**src/rtl/prot_cfg_pkg.sv**
```systemverilog
package prot_cfg_pkg;

  typedef enum logic [1:0] {
    SEL_CFG  = 2'd0,
    SEL_ADDR = 2'd1,
    SEL_SEC  = 2'd2
  } reg_sel_e;

  localparam int B_R = 0;
  localparam int B_W = 1;
  localparam int B_X = 2;
  localparam int B_L = 7;

  localparam int S_LOCKDOWN = 0;
  localparam int S_DENYDEF  = 1;
  localparam int S_BYPASS   = 2;

  localparam logic [7:0] CFG_KEEP_MASK = 8'h9F;

  // R=0,W=1 combination
  function automatic logic rw_shared(input logic [7:0] c);
    return !c[B_R] && c[B_W];
  endfunction

  // locked rule executable in machine mode (all-ones shared read-only excluded)
  function automatic logic locked_exec(input logic [7:0] c);
    return c[B_L] && ((c[B_X] && !(c[B_R] && c[B_W])) || rw_shared(c));
  endfunction

endpackage

```
**src/rtl/prot_sec_ctrl.sv**
```systemverilog
module prot_sec_ctrl
  import prot_cfg_pkg::*;
#(
  parameter logic [2:0] RST_SEC = 3'b000
) (
  input  logic       clk,
  input  logic       rst,
  input  logic       we,
  input  logic [2:0] wdata,
  input  logic       any_locked_i,
  output logic [2:0] sec_q
);

  logic bypass_ok;
  assign bypass_ok = sec_q[S_BYPASS] || !any_locked_i;

  always_ff @(posedge clk) begin
    if (rst) begin
      sec_q <= RST_SEC;
    end else if (we) begin
      sec_q[S_LOCKDOWN] <= sec_q[S_LOCKDOWN] | wdata[S_LOCKDOWN];
      sec_q[S_DENYDEF]  <= sec_q[S_DENYDEF]  | wdata[S_DENYDEF];
      sec_q[S_BYPASS]   <= wdata[S_BYPASS] && bypass_ok;
    end
  end

  // bypass cannot rise once a lock exists while it is clear
  a_r3_bypass_lockout: assert property (@(posedge clk) disable iff (rst)
    (!sec_q[S_BYPASS] && any_locked_i) |=> !sec_q[S_BYPASS]);

  // sticky bits
  a_r8_lockdown_sticky: assert property (@(posedge clk) disable iff (rst)
    sec_q[S_LOCKDOWN] |=> sec_q[S_LOCKDOWN]);
  a_r8_denydef_sticky: assert property (@(posedge clk) disable iff (rst)
    sec_q[S_DENYDEF] |=> sec_q[S_DENYDEF]);

endmodule

```
**src/rtl/prot_entry_slot.sv**
```systemverilog
module prot_entry_slot
  import prot_cfg_pkg::*;
#(
  parameter int          AW       = 32,
  parameter logic [7:0]  RST_CFG  = 8'h00,
  parameter logic [AW-1:0] RST_ADDR = '0
) (
  input  logic            clk,
  input  logic            rst,
  input  logic            cfg_we,
  input  logic [7:0]      cfg_wdata,
  input  logic            addr_we,
  input  logic [AW-1:0]   addr_wdata,
  input  logic [AW/8-1:0] addr_wstrb,
  input  logic            lockdown_i,
  input  logic            bypass_i,
  output logic [7:0]      cfg_q,
  output logic [AW-1:0]   addr_q
);

  localparam int AB = AW / 8;

  logic       editable;
  logic [7:0] cand;
  logic       legal;

  assign editable = !cfg_q[B_L] || bypass_i;
  assign cand     = cfg_wdata & CFG_KEEP_MASK;

  always_comb begin
    if (lockdown_i) legal = editable && !(locked_exec(cand) && !bypass_i);
    else            legal = editable && !rw_shared(cand);
  end

  always_ff @(posedge clk) begin
    if (rst)                  cfg_q <= RST_CFG & CFG_KEEP_MASK;
    else if (cfg_we && legal) cfg_q <= cand;
  end

  for (genvar b = 0; b < AB; b++) begin : g_abyte
    always_ff @(posedge clk) begin
      if (rst)
        addr_q[b*8 +: 8] <= RST_ADDR[b*8 +: 8];
      else if (addr_we && addr_wstrb[b] && editable)
        addr_q[b*8 +: 8] <= addr_wdata[b*8 +: 8];
    end
  end

  // locked entry without bypass holds
  a_r1_locked_hold: assert property (@(posedge clk) disable iff (rst)
    (cfg_q[B_L] && !bypass_i) |=> ($stable(cfg_q) && $stable(addr_q)));

  // no new locked executable rule under lockdown without bypass
  a_r4_no_new_exec: assert property (@(posedge clk) disable iff (rst)
    (lockdown_i && !bypass_i && !cfg_q[B_L]) |=> !locked_exec(cfg_q));

  // reserved combination never created while lockdown is off
  a_r5_no_reserved: assert property (@(posedge clk) disable iff (rst)
    (cfg_we && !lockdown_i && !rw_shared(cfg_q)) |=> !rw_shared(cfg_q));

  // reserved bits stay zero
  a_r9_resv_zero: assert property (@(posedge clk) disable iff (rst)
    cfg_we |=> (cfg_q[6:5] == 2'b00));

endmodule

```
**src/rtl/prot_cfg_regs.sv**
```systemverilog
module prot_cfg_regs
  import prot_cfg_pkg::*;
#(
  parameter int                    N_ENTRY  = 8,
  parameter int                    DATA_W   = 32,
  parameter int                    AW       = 32,
  parameter logic [N_ENTRY*8-1:0]  RST_CFG  = '0,
  parameter logic [N_ENTRY*AW-1:0] RST_ADDR = '0,
  parameter logic [2:0]            RST_SEC  = 3'b000,
  localparam int                   BPW      = DATA_W / 8,
  localparam int                   IDX_W    = (N_ENTRY > 1) ? $clog2(N_ENTRY) : 1
) (
  input  logic                  clk,
  input  logic                  rst,
  input  logic                  wr_en,
  input  logic [1:0]            wr_sel,
  input  logic [IDX_W-1:0]      wr_idx,
  input  logic [DATA_W-1:0]     wr_data,
  input  logic [BPW-1:0]        wr_strb,
  input  logic [1:0]            rd_sel,
  input  logic [IDX_W-1:0]      rd_idx,
  output logic [DATA_W-1:0]     rd_data,
  output logic [N_ENTRY*8-1:0]  cfg_o,
  output logic [N_ENTRY*AW-1:0] addr_o,
  output logic [2:0]            sec_o
);

  localparam int N_WORD = N_ENTRY / BPW;

  logic any_locked;
  logic sec_we;

  always_comb begin
    any_locked = 1'b0;
    for (int i = 0; i < N_ENTRY; i++) any_locked |= cfg_o[i*8 + B_L];
  end

  assign sec_we = wr_en && (wr_sel == SEL_SEC) && wr_strb[0];

  prot_sec_ctrl #(.RST_SEC(RST_SEC)) u_sec (
    .clk          (clk),
    .rst          (rst),
    .we           (sec_we),
    .wdata        (wr_data[2:0]),
    .any_locked_i (any_locked),
    .sec_q        (sec_o)
  );

  for (genvar i = 0; i < N_ENTRY; i++) begin : g_ent
    logic cfg_we_i;
    logic addr_we_i;
    assign cfg_we_i  = wr_en && (wr_sel == SEL_CFG) &&
                       (wr_idx == IDX_W'(i / BPW)) && wr_strb[i % BPW];
    assign addr_we_i = wr_en && (wr_sel == SEL_ADDR) && (wr_idx == IDX_W'(i));

    prot_entry_slot #(
      .AW       (AW),
      .RST_CFG  (RST_CFG[i*8 +: 8]),
      .RST_ADDR (RST_ADDR[i*AW +: AW])
    ) u_slot (
      .clk        (clk),
      .rst        (rst),
      .cfg_we     (cfg_we_i),
      .cfg_wdata  (wr_data[(i % BPW)*8 +: 8]),
      .addr_we    (addr_we_i),
      .addr_wdata (wr_data[AW-1:0]),
      .addr_wstrb (wr_strb[AW/8-1:0]),
      .lockdown_i (sec_o[S_LOCKDOWN]),
      .bypass_i   (sec_o[S_BYPASS]),
      .cfg_q      (cfg_o[i*8 +: 8]),
      .addr_q     (addr_o[i*AW +: AW])
    );
  end

  logic [DATA_W-1:0] rd_next;

  always_comb begin
    rd_next = '0;
    if (rd_sel == SEL_CFG) begin
      for (int w = 0; w < N_WORD; w++)
        if (rd_idx == IDX_W'(w)) rd_next = cfg_o[w*DATA_W +: DATA_W];
    end else if (rd_sel == SEL_ADDR) begin
      for (int i = 0; i < N_ENTRY; i++)
        if (rd_idx == IDX_W'(i)) rd_next = DATA_W'(addr_o[i*AW +: AW]);
    end else if (rd_sel == SEL_SEC) begin
      rd_next = DATA_W'(sec_o);
    end
  end

  always_ff @(posedge clk) begin
    if (rst) rd_data <= '0;
    else     rd_data <= rd_next;
  end

  // a security read reflects the committed register one clock later
  a_r10_sec_read: assert property (@(posedge clk) disable iff (rst)
    (rd_sel == SEL_SEC) |=> (rd_data == DATA_W'($past(sec_o))));

endmodule

```
**config.mk**
```make
export PLATFORM = sky130hd
export DESIGN_NAME = prot_cfg_regs
export DESIGN_NICKNAME = d
export VERILOG_FILES = /design/src/rtl/prot_cfg_pkg.sv /design/src/rtl/prot_sec_ctrl.sv /design/src/rtl/prot_entry_slot.sv /design/src/rtl/prot_cfg_regs.sv
export SDC_FILE = /design/constraint.sdc
export NUM_CORES = 1
export LEC_CHECK = 0
export BUFFER_PORTS_ARGS = -buffer_cell sky130_fd_sc_hd__buf_4
export CAP_MARGIN = 20
export CORE_AREA = 2 2 180 182
export CTS_CLUSTER_DIAMETER = 100
export DETAILED_ROUTE_END_ITERATION = 8
export DIE_AREA = 0 0 182 184
export PLACE_DENSITY_LB_ADDON = 0.1
export SYNTH_ARGS = -nofsm -noshare
export SYNTH_HDL_FRONTEND = slang
export SYNTH_HIERARCHICAL = 1
export SYNTH_SLANG_ARGS = --single-unit
```
**constraint.sdc**
```tcl
create_clock -name clk -period 3.3 [get_ports clk]
set_clock_uncertainty 0.15 [all_clocks]
set_input_delay 0.66 -clock clk [delete_from_list [all_inputs] [get_ports clk]]
set_output_delay 0.66 -clock clk [all_outputs]
set_load 0.02 [all_outputs]
```
# Yosys cells after proc, flatten, opt, wreduce, memory -nomap -nowiden
# Index checks and enable logic that the tools add are counted.
# classes
n_eq_ne,18
n_mux,21
n_bitwise,9
n_reduce_logical,174
# ops
operator,n
2-to-1 mux 32 bit,12
logical AND 1 bit,131
logical NOT 1 bit,26
"== test 3 bit, second input constant",8
logical OR 1 bit,13
"== test 3 x 2 -> 1 bit, second input constant",4
OR 1 bit,9
2-to-1 mux 1 bit,8
"== test 3 x 1 -> 1 bit, second input constant",2
logical NOT 3 bit,2
"== test 2 x 1 -> 1 bit, second input constant",2
"== test 2 bit, second input constant",2
logical NOT 2 bit,2
2-to-1 mux 3 bit,1
# totals
regBits,339
inputBits,49
out_inout_bits,355
wordCells,264

# Depth between registers and ports, before layout
# logic_depth
word_depth,11
depth_mapped,7
mapped_depth_nobuf,7

# Modules after synthesis
# Netlist, hierarchy kept.
# modules_own_cells
module,instances,cells_each,area_each_um2
prot_entry_slot,8,139,1534.0
prot_cfg_regs,1,560,4416.7
prot_sec_ctrl,1,11,106.4

# Worst setup path after synthesis
# No wires, ideal clock.
# synth_path
kind,input port to flip-flop
startpoint,in wr_sel[1]
endpoint,reg g_ent[0].u_slot.addr_q[10]
setup_ps,128
arrival_ps,2240
slack_ps,782
cell_stages,6
n_path_buf,0
path_cell_list,nor2_1 -> nand3_1 -> nor3_1 -> nand3_4 -> mux2i_1 -> nor2_1
# synth_via
elab_chain_cells,5
# synth_rtl
item,line_no,source
"start, declared",prot_cfg_regs.sv:16,"input logic [1:0] wr_sel,"
== test 2 x 1 -> 1 bit,prot_cfg_regs.sv:54,assign addr_we_i = wr_en && (wr_sel == SEL_ADDR) && (wr_idx == IDX_W'(i));
logical AND 1 bit (2 in a row),prot_cfg_regs.sv:54,
via g_ent[0].addr_we_i,prot_cfg_regs.sv:51,logic addr_we_i;
logical AND 1 bit (2 in a row),prot_entry_slot.sv:44,else if (addr_we && addr_wstrb[b] && editable)
"end signal, assigned by index",prot_entry_slot.sv:43,addr_q[b*8 +: 8] <= RST_ADDR[b*8 +: 8];
"end signal, assigned by index",prot_entry_slot.sv:45,addr_q[b*8 +: 8] <= addr_wdata[b*8 +: 8];
"end, declared",prot_entry_slot.sv:18,output logic [AW-1:0] addr_q
# The timed path passes the listed nets, and every way through them passes these cells.
# A chain may end at the register's enable or synchronous reset.

# Worst setup path in the final report
# layout_path
startpoint,reg u_sec.sec_q[0]
endpoint,out sec_o[0]
# layout_rtl
item,line_no,source
"start, declared",prot_sec_ctrl.sv:11,output logic [2:0] sec_q
"start signal, assigned by index",prot_sec_ctrl.sv:21,sec_q[S_LOCKDOWN] <= sec_q[S_LOCKDOWN] | wdata[S_LOCKDOWN];
"start signal, assigned by index",prot_sec_ctrl.sv:22,sec_q[S_DENYDEF] <= sec_q[S_DENYDEF] | wdata[S_DENYDEF];
"start signal, assigned by index",prot_sec_ctrl.sv:23,sec_q[S_BYPASS] <= wdata[S_BYPASS] && bypass_ok;
"end, declared",prot_cfg_regs.sv:25,output logic [2:0] sec_o
# No word-level cell between the ends.

==> summary.txt <==
Global routing
  – Largest net degree at the start of global routing: 173
  – Met2 usage: 0.496
  – GRT overflow: 0
  – Global-route track usage on met3: 0.0634
  – Global Route Usage Sum: 0.308
  – Global-route wire length before repair: 80.0 mm
  – Met1 Resource Use GR: 0.410
  – GR peak layer: met2
  – Antenna violations before repair: 0
  – Vias in the first global route: 13.5k

Synthesis
  – Synth Register Bits: 339
  – Synth top area share: 0.404
  – Commonest cells post-synth: mux2i_1, nor2_1, dfxtp_1
  – Primary FF master, synth: dfxtp_1
  – Mapped Cells: 1,683
  – Synth Warn #: 6
  – Async SR Flop Fraction: 0
  – Largest cells by area after synthesis: dfxtp_1, mux2i_1, nor2_1
  – Synth Cell Area: 16,800 µm²
  – Avg Cell Area, Syn: 9.98 µm²
  – Unique masters post-synth: 53
  – Top-count cell post-synth: mux2i_1
  – Seq/Total Area, Yosys: 0.404
  – Synth area leader: dfxtp_1
  – EDFF count, synth: 0

Place
  – RD Place Congestion: 0.833
  – HPWL Detailed: 36.4 mm
  – Port bufs: 387

Timing
  – Slew Limit Fails: 0
  – Fin. Hold Viols: 0
  – Post-route minimum period: 2540 ps
  – RSZ-0062 raised after global routing: no
  – Worst-margin pin slew: 894 ps
  – Setup TNS: 0 ps
  – Final period util: 0.768
  – Slew margin rel.: 0.403
  – Endpoints failing setup: 0
  – FMAX: 0.394 GHz

Finish
  – Finished Core Util: 0.671
  – Syn-to-layout area delta: 25.5%
  – Multi-input combinational cell area: 9300 µm²
  – # fillers: 2,565
  – Nets: 2,085
  – Antenna cells: 0
  – Share of layout cells above drive strength 1: 0.298
  – Sequential Area: 6790 µm²

Worst hold path
  – Min-delay src: rd_sel[0]
  – Hold Crit Class: input port to flip-flop
  – Hold path depth: 2
  – Worst-case hold path end point: rd_data[1]$_SDFF_PP0_

Power and ir drop
  – Register share of total power: 0.458
  – PwrDens: 429 nW/µm²
  – Leakage: 10.3 nW
  – P_sw: 2.17 mW
  – Clk network pwr share: 0.460
  – Switching share of power: 0.240
  – Pint: 6.87 mW
  – Worst IR Drop VDD: 0.531 mV
  – Logic gate share of total power: 0.082

Clocking
  – Setup Fix Bufs, Post-CTS: 0
  – Longest Clk Path Bufs: 3
  – Hold-fix buffers at CTS: 0
  – H-tree levels: 2
  – CTS Buf Count: 38
  – CTS resizes: 0
  – Worst skew pair latency: 520 ps
  – CTS sink cnt: 339
  – CTS tree: built
  – Clock-pin slew on the worst setup and hold paths: 60 ps
  – CTS root buffer: clkbuf_16

Worst setup path
  – Reg2reg setup slack: 1050 ps
  – Worst-path maximum fanout: 13
  – Slowest Stage Delay on Critical Path: 900 ps
  – Crit path cell chain: buf_4
  – Worst EP arrival: 1730 ps
  – Crit. End Element: primary output
  – CP Class: flip-flop to primary output
  – RR Endpoint: g_ent[7].u_slot/cfg_q[1]$_SDFFE_PP0P_
  – R2r worst-path depth: 4
  – Worst setup SP type: flip-flop
  – Worst path bufs/invs: 1
  – Worst reg2reg path startpoint: u_sec/sec_q[2]$_SDFFE_PP0P_
  – Slowest-stage cell, CP: dfxtp_1
  – CP delay by family, top: flip-flops
  – WP data required: 2490 ps

Detailed routing
  – Post-route ant nets: 0
  – DRT Pass-1 Iters: 8
  – Initial DRC count: 1,049
  – Drt via density: 5.68
  – Routed Wire Length: 53.4 mm
  – Via count: 14.0k
  – WL per Instance: 21.7 µm
  – Remaining DRCs: 0

Outcome
  – Outcome: finished clean

Floorplan
  – # IOs: 404
  – Core Area: 31,400 µm²
  – Die X: 182 µm
  – Initial Utilization: 0.535
  – Cell Rows: 65
  – Die ar.: 33,500 µm²
  – Die Y: 184 µm

Job
  – Max-cap violations: 0
[cell families (layout without fill, tap and decap cells)]
logic type	Yosys count	count (layout)	share of synthesized area
other cells	8	16	0.00179
mux	426	426	0.257
compound gates	161	161	0.0933
buf+inv	123	494	0.0448
simple gates	626	626	0.199
flops	339	339	0.404
[metal layers]
| layer | wire length [µm] | part of all wire | up-vias |
|---|---|---|---|
| met2 | 24900 | 0.47 | 530 |
| met5 | 0 | 0 | - |
| met1 | 22900 | 0.43 | 6839 |
| li1 | - | - | 6524 |
| met3 | 3860 | 0.072 | 95 |
| met4 | 1740 | 0.033 | 0 |
[cell type report]
class                           count  area share
Tap cell                          402      0.0239
Inverter                           14     0.00249
Multi-Input combinational cell   1229       0.441
Timing Repair Buffer              414       0.152
Clock buffer                       59      0.0550
Clock inverter                      7     0.00374
Sequential cell                   339       0.322
[state kept, by name (all words and copies together) (netlist names)]
register,flops
g_ent.u_slot/addr_q,256
g_ent.u_slot/cfg_q,48
rd_data,32
u_sec/sec_q,3
[worst max path at each step]
stage / from / to / slack (ps) / cells past startpoint
after detailed placement: wr_sel[0] / g_ent[2].u_slot/cfg_q[2]$_SDFFE_PP0P_ / 480 / 8
after global placement: wr_sel[1] / g_ent[2].u_slot/cfg_q[3]$_SDFFE_PP0P_ / 520 / 8
final: u_sec/sec_q[0]$_SDFFE_PP0P_ / sec_o[0] / 760 / 1
after CTS: u_sec/sec_q[0]$_SDFFE_PP0P_ / sec_o[0] / 770 / 1
after global routing: u_sec/sec_q[0]$_SDFFE_PP0P_ / sec_o[0] / 720 / 1
after floorplan: wr_sel[1] / g_ent[0].u_slot/addr_q[10]$_SDFFE_PP0P_ / 780 / 6
[per-stage QoR]
stage          instance area [µm²]  std cells  hold WS (ps)  power, mW  setup WS (ps)
6_report                     21100       2464           283       9.04            764
5_1_grt                      21100       2464           275       9.32            716
3_3_place_gp                 19800       2398           327       4.95            523
2_1_floorplan                16800       1691           407       4.67            782
4_1_cts                      21100       2464           266       9.10            772
3_5_place_dp                 19800       2398           337       4.96            483
[power by group through the flow]
| stage | Clock, mW | Sequential [mW] | Combinational, mW |
|---|---|---|---|
| after floorplan | 0 | 4.25 | 0.422 |
| after global placement | 0 | 4.23 | 0.721 |
| after detailed placement | 0 | 4.23 | 0.728 |
| after CTS | 4.23 | 4.14 | 0.731 |
| after global routing | 4.40 | 4.14 | 0.787 |
| final | 4.16 | 4.14 | 0.741 |
[cell usage in the layout (no fill, tap or decap), drive strengths merged, types with 9 or more instances in the layout]
cell | Yosys | routed
a211oi | 27 | 27
a221oi | 27 | 27
and2 | 9 | 9
buf | 66 | 414
clkbuf | 43 | 59
conb | 8 | 16
dfxtp | 339 | 339
inv | 14 | 16
mux2i | 421 | 421
nand2 | 17 | 17
nand2b | 105 | 105
nand3 | 34 | 34
nor2 | 399 | 399
nor2b | 29 | 29
o211ai | 10 | 10
o21ai | 14 | 14
o21ba | 26 | 26
o22ai | 26 | 26
or2b | 16 | 16
Note: power is estimated with default switching activity, not from simulation.
